--- src/rtl/pll_seq_pkg.sv ---
package pll_seq_pkg;
  typedef enum logic [2:0] {
    ST_IDLE, ST_EN_RST, ST_EN_BW, ST_EN_DIV, ST_EN_PWR, ST_WAIT, ST_DIS_PD, ST_DIS_RST
  } seq_st_e;
  localparam logic [1:0] BW_GOOD  = 2'd0;
  localparam int         MULT_OFS = 16;
endpackage

--- src/rtl/pll_lock_timer.sv ---
module pll_lock_timer #(
  parameter int TIMEOUT_CYC = 2_000_000
) (
  input  logic clk_i,
  input  logic rst_ni,
  input  logic run_i,
  output logic expire_o
);
  localparam int CNT_W = (TIMEOUT_CYC > 2) ? $clog2(TIMEOUT_CYC) : 1;
  localparam logic [CNT_W-1:0] LAST = CNT_W'(TIMEOUT_CYC - 1);

  logic [CNT_W-1:0] cnt_q;

  always_ff @(posedge clk_i or negedge rst_ni) begin
    if (!rst_ni)               cnt_q <= '0;
    else if (!run_i)           cnt_q <= '0;
    else if (cnt_q != LAST)    cnt_q <= cnt_q + 1'b1;
  end

  assign expire_o = run_i && (cnt_q == LAST);

  // the sequencer must leave the wait as soon as the window runs out
  assert_expire_single_R6: assert property (@(posedge clk_i) disable iff (!rst_ni)
    expire_o |=> !expire_o);
  assert_cnt_bound_R6: assert property (@(posedge clk_i) disable iff (!rst_ni)
    cnt_q <= LAST);
endmodule

--- src/rtl/pll_seq_ctrl.sv ---
module pll_seq_ctrl
  import pll_seq_pkg::*;
#(
  parameter int         DIV_W    = 3,
  parameter bit         PD_POL   = 1'b1,
  parameter logic [1:0] BW_RESET = 2'd3
) (
  input  logic             clk_i,
  input  logic             rst_ni,
  input  logic             req_valid_i,
  input  logic             req_on_i,
  input  logic [DIV_W-1:0] div_i,
  input  logic             lock_i,
  input  logic             expire_i,
  output logic             wait_o,
  output logic             pll_rst_no,
  output logic [1:0]       bw_sel_o,
  output logic [DIV_W-1:0] fb_div_o,
  output logic             pwr_dn_o,
  output logic             done_o,
  output logic             timeout_o
);
  seq_st_e          st_q;
  logic [DIV_W-1:0] pend_q;

  always_ff @(posedge clk_i or negedge rst_ni) begin
    if (!rst_ni) begin
      st_q       <= ST_IDLE;
      pend_q     <= '0;
      pll_rst_no <= 1'b0;
      bw_sel_o   <= BW_RESET;
      fb_div_o   <= '0;
      pwr_dn_o   <= PD_POL;
      done_o     <= 1'b0;
      timeout_o  <= 1'b0;
    end else begin
      done_o <= 1'b0;
      unique case (st_q)
        ST_IDLE: if (req_valid_i) begin
          timeout_o <= 1'b0;
          pend_q    <= div_i;
          st_q      <= req_on_i ? ST_EN_RST : ST_DIS_PD;
        end
        ST_EN_RST: begin pll_rst_no <= 1'b1;    st_q <= ST_EN_BW;  end
        ST_EN_BW:  begin bw_sel_o   <= BW_GOOD; st_q <= ST_EN_DIV; end
        ST_EN_DIV: begin fb_div_o   <= pend_q;  st_q <= ST_EN_PWR; end
        ST_EN_PWR: begin pwr_dn_o   <= ~PD_POL; st_q <= ST_WAIT;   end
        ST_WAIT: begin
          if (lock_i) begin
            done_o <= 1'b1;
            st_q   <= ST_IDLE;
          end else if (expire_i) begin
            timeout_o <= 1'b1;
            st_q      <= ST_IDLE;
          end
        end
        ST_DIS_PD:  begin pwr_dn_o <= PD_POL; st_q <= ST_DIS_RST; end
        ST_DIS_RST: begin
          pll_rst_no <= 1'b0;
          done_o     <= 1'b1;
          st_q       <= ST_IDLE;
        end
        default: st_q <= ST_IDLE;
      endcase
    end
  end

  assign wait_o = (st_q == ST_WAIT);

  assert_pwr_needs_rst_release_R2: assert property (@(posedge clk_i) disable iff (!rst_ni)
    (pwr_dn_o != PD_POL) |-> pll_rst_no);
  assert_bw_good_in_wait_R3: assert property (@(posedge clk_i) disable iff (!rst_ni)
    wait_o |-> (bw_sel_o == BW_GOOD));
  assert_done_pulse_R5: assert property (@(posedge clk_i) disable iff (!rst_ni)
    done_o |=> !done_o);
  assert_no_done_with_timeout_R6: assert property (@(posedge clk_i) disable iff (!rst_ni)
    !(done_o && timeout_o));
  assert_busy_holds_divider_R10: assert property (@(posedge clk_i) disable iff (!rst_ni)
    (st_q != ST_IDLE) |=> $stable(pend_q));
endmodule

--- src/rtl/pll_pwr_seq.sv ---
module pll_pwr_seq
  import pll_seq_pkg::*;
#(
  parameter int         DIV_W       = 3,
  parameter int         TIMEOUT_CYC = 2_000_000,
  parameter bit         PD_POL      = 1'b1,
  parameter logic [1:0] BW_RESET    = 2'd3,
  localparam int        MULT_W      = $clog2((1 << DIV_W) + MULT_OFS)
) (
  input  logic              clk_i,
  input  logic              rst_ni,
  input  logic              req_valid_i,
  input  logic              req_on_i,
  input  logic [DIV_W-1:0]  div_i,
  input  logic              lock_i,
  output logic              pll_rst_no,
  output logic [1:0]        bw_sel_o,
  output logic [DIV_W-1:0]  fb_div_o,
  output logic [MULT_W-1:0] fb_mult_o,
  output logic              pwr_dn_o,
  output logic              enabled_o,
  output logic              done_o,
  output logic              timeout_o
);
  logic wait_w, expire_w;

  pll_seq_ctrl #(.DIV_W(DIV_W), .PD_POL(PD_POL), .BW_RESET(BW_RESET)) u_ctrl (
    .clk_i, .rst_ni, .req_valid_i, .req_on_i, .div_i, .lock_i,
    .expire_i(expire_w), .wait_o(wait_w), .pll_rst_no, .bw_sel_o,
    .fb_div_o, .pwr_dn_o, .done_o, .timeout_o
  );

  pll_lock_timer #(.TIMEOUT_CYC(TIMEOUT_CYC)) u_timer (
    .clk_i, .rst_ni, .run_i(wait_w), .expire_o(expire_w)
  );

  assign fb_mult_o = MULT_W'(fb_div_o) + MULT_W'(MULT_OFS);
  assign enabled_o = (pwr_dn_o != PD_POL);

  assert_enabled_after_seq_R9: assert property (@(posedge clk_i) disable iff (!rst_ni)
    (done_o && enabled_o) |-> (fb_mult_o >= MULT_W'(MULT_OFS)));
endmodule

--- config.mk ---
export PLATFORM = sky130hd
export DESIGN_NAME = pll_pwr_seq
export DESIGN_NICKNAME = d
export VERILOG_FILES = /design/src/rtl/pll_seq_pkg.sv /design/src/rtl/pll_lock_timer.sv /design/src/rtl/pll_seq_ctrl.sv /design/src/rtl/pll_pwr_seq.sv
export SDC_FILE = /design/constraint.sdc
export NUM_CORES = 1
export LEC_CHECK = 0
export BUFFER_PORTS_ARGS = -buffer_cell sky130_fd_sc_hd__buf_2
export CAP_MARGIN = 20
export CORE_MARGIN = 1
export CORE_UTILIZATION = 51
export CTS_BUF_LIST = sky130_fd_sc_hd__clkbuf_16
export CTS_CLUSTER_SIZE = 24
export DETAILED_ROUTE_END_ITERATION = 8
export PLACE_DENSITY = 0.74
export RECOVER_POWER = 50
export SLEW_MARGIN = 20
export SYNTH_ARGS = -nofsm -noshare
export SYNTH_HDL_FRONTEND = slang
export SYNTH_SLANG_ARGS = --single-unit
--- constraint.sdc ---
create_clock -name clk_i -period 1.9 [get_ports clk_i]
set_input_delay 0.095 -clock clk_i [delete_from_list [all_inputs] [get_ports clk_i]]
set_output_delay 0.095 -clock clk_i [all_outputs]
set_load 0.02 [all_outputs]
==> impl_metrics.tcl <==
set metrics [dict create \
    status "finished with violations" \
    failed_checks "setup timing" \
    combPwrFrac_pct 27.3 \
    hold_path_class "input pin to flop" \
    h-tree-depth 2 \
    tns_ps -26.9 \
    rsz0062_at_grt "yes" \
    seqPwrFrac_pct 41.9 \
    die_h_um 61.7 \
    period_minus_slack_ps 1920 \
    post-route-drc-count 0 \
    fin_worst_skew_ps 2.19 \
    power.density_nw_per_um2 1090 \
    critPathKind "flop to flop" \
    row_count 21 \
    diodes 0 \
    intPower_w 0.00162 \
    maxCapViolations 0 \
    finalSetupViolations 2 \
    layout-drive-gt1-share_pct 27.8 \
    port_buffers 20 \
    synthArstFlopShare_pct 100 \
    required_ps 2060 \
    clock_path_buffers 2 \
    tightest_slew_ps 855 \
    ys_seq_elements 35 \
    whs_ps 53.6 \
    ios 23 \
    synth_cells 186 \
    worstSkewPairLatency_ps 270 \
    grt.total_usage_pct 24.8 \
    nets 231 \
    core_um2 3390 \
    finalPower_w 0.00246 \
    synth_area_per_cell_um2 9.79 \
    dp_slack_ps -5.99 \
    n_fill_cell 267 \
    chipWidth_um 61.7 \
    grt_pass1_vias 1490 \
    start_util_pct 53.7 \
    synth.cell_area_um2 1820 \
    gp_congestion 0.850 \
    end_kind "flop" \
    arrival_ps 2080 \
    ys_warn_count 0 \
    syn2layout_area_growth_pct 23.2 \
    dp_hpwl_um 2810 \
    wl_um 4180 \
    fin_crit_sh_pct 101 \
    slew_violations 0 \
    cts_tree "built" \
    dieArea_um2 3810 \
    max_slew_margin_pct 43.0 \
    drt_iter0_markers 99 \
    grt_pass1_wl_um 6690 \
    via_count 1550 \
    post_drt_wl_per_cell_um 15.5 \
    synth_cell_types 42 \
    ys_seq_area_share_pct 48.2 \
    firstDrtPassIters 4 \
    cts.sinks 35 \
    antenna_found_initial 0 \
    vdd_ir_drop_max_uv 490 \
    startpoint_type "flop" \
    switching_power_w 0.000836 \
    root_buffer "clkbuf_16" \
    fmax_mhz 521 \
    power.share.clock_pct 30.8 \
    grt_max_degree 36 \
    syn_nets 195 \
    hold_viol 0 \
    ant_nets 0 \
    synth-edff-count 0 \
    worst-path-max-fanout 3 \
    ys.flop_type "dfrtp_1" \
    viasPerCell 5.76 \
    switching_share_pct 34.1 \
    post-route-util_pct 66.2 \
    grt_overflow_total 0 \
    p_leak_nw 0.974 \
    numCtsBuffers 5 \
    path_clk_slew_ps 50 \
    fin_ws_ps -19.1 \
]
==> critical path, stage by stage, from the launching register on <==
cell and delay (ps):
dfrtp_1 380, or4b_4 600, or4_4 590, o21ai_2 160, a21oi_2 80
==> cell usage in the layout (no fill, tap or decap), drive strengths merged, types with 6 or more instances in the layout <==
master | Yosys | layout
a21oi | 14 | 14
buf | 7 | 31
clkbuf | 7 | 16
dfrtp | 33 | 33
inv | 7 | 8
mux2 | 6 | 6
nand2 | 15 | 15
nand3 | 9 | 9
nand4 | 7 | 7
nor2 | 13 | 13
nor3 | 6 | 6
o21ai | 8 | 8
or4 | 7 | 7
==> synthesized netlist by cell type (6+ instances only) <==
master,count,area share [%]
a21oi_1,14,3.8
o21ai_0,7,1.9
nand3_1,9,2.5
nand2_1,15,3.1
nor2_1,13,2.7
or4_1,6,2.5
mux2_2,6,3.7
nand4_1,7,2.4
buf_4,6,2.5
clkbuf_1,7,1.4
inv_1,7,1.4
dfrtp_1,33,45
==> routing by layer <==
layer	track usage (%)	wire, um
met3	6.42	208
met4	10.8	127
met1	29.5	1740
met5	0	0
met2	42.5	2110
==> kinds of logic after synthesis <==
logic type                 share of synthesized area (%)
muxes                                               3.71
other                                              0.413
xor gates and xnor gates                            2.89
DFF                                                 48.2
AOI/OAI and AO/OA                                   13.8
adders and majority gates                          0.687
and+or+nand+nor                                     24.6
buffers and inverters                               5.64
==> registers in the layout (all words and copies together), names as in the netlist <==
name and cells:
u_ctrl.pll_rst_no 1, u_ctrl.done_o 1, u_ctrl.bw_sel_o 1, u_ctrl.pwr_dn_o 1, u_ctrl.pend_q 3, u_ctrl.timeout_o 1, u_ctrl.st_q 3, u_ctrl.fb_div_o 3
u_timer.cnt_q 21
==> stage by stage <==
step                instances  instance area [um2]
global route              269                 2240
floorplan                 186                 1820
CTS                       267                 2210
finish                    269                 2240
global placement          258                 2050
detailed placement        258                 2050
==> power groups by stage <==
stage               combinational [W]  clock (W)  sequential (W)
floorplan                    0.000491          0         0.00104
global placement             0.000665          0         0.00102
detailed placement           0.000686          0         0.00104
CTS                          0.000697   0.000767         0.00103
global route                 0.000752   0.000801         0.00106
finish                       0.000670   0.000757         0.00103
==> repair_timing <==
action,in CTS,in global routing
endpoints found under the setup margin,3,12
pin swaps,1,5
cloned,0,0
gates resized for setup,2,9
hold buffers,1,0
setup buffers,0,2
hold endpoints to repair,33,0
==> path summary, 6_finish.rpt <==
kind                                                start                             end  slack [ps]  cells after the start
max                          u_timer.cnt_q[8]$_DFFE_PN0N_    u_timer.cnt_q[1]$_DFFE_PN0N_         -20                      4
max in group asynchronous                          rst_ni   u_timer.cnt_q[16]$_DFFE_PN0N_         850                      2
min                                              div_i[0]    u_ctrl.pend_q[0]$_DFFE_PN0P_          50                      2
max reg2reg                  u_timer.cnt_q[8]$_DFFE_PN0N_    u_timer.cnt_q[1]$_DFFE_PN0N_         -20                      4
min reg2reg                u_ctrl.bw_sel_o[0]$_DFFE_PN1P_  u_ctrl.bw_sel_o[0]$_DFFE_PN1P_         470                      1
min in group asynchronous                          rst_ni    u_ctrl.pend_q[1]$_DFFE_PN0P_         470                      2
==> final cells by class <==
| class | count | area [um2] | share of cell area (%) |
|---|---|---|---|
| clock buffer | 5 | 125 | 5.58 |
| clock inverter | 3 | 12.5 | 0.558 |
| inverter | 7 | 26.3 | 1.17 |
| multi-input combinational | 130 | 876 | 39.0 |
| sequential | 35 | 880 | 39.2 |
| tap | 46 | 57.6 | 2.57 |
| timing repair buffer | 43 | 267 | 11.9 |
Note: power is estimated with default switching activity, not from simulation.
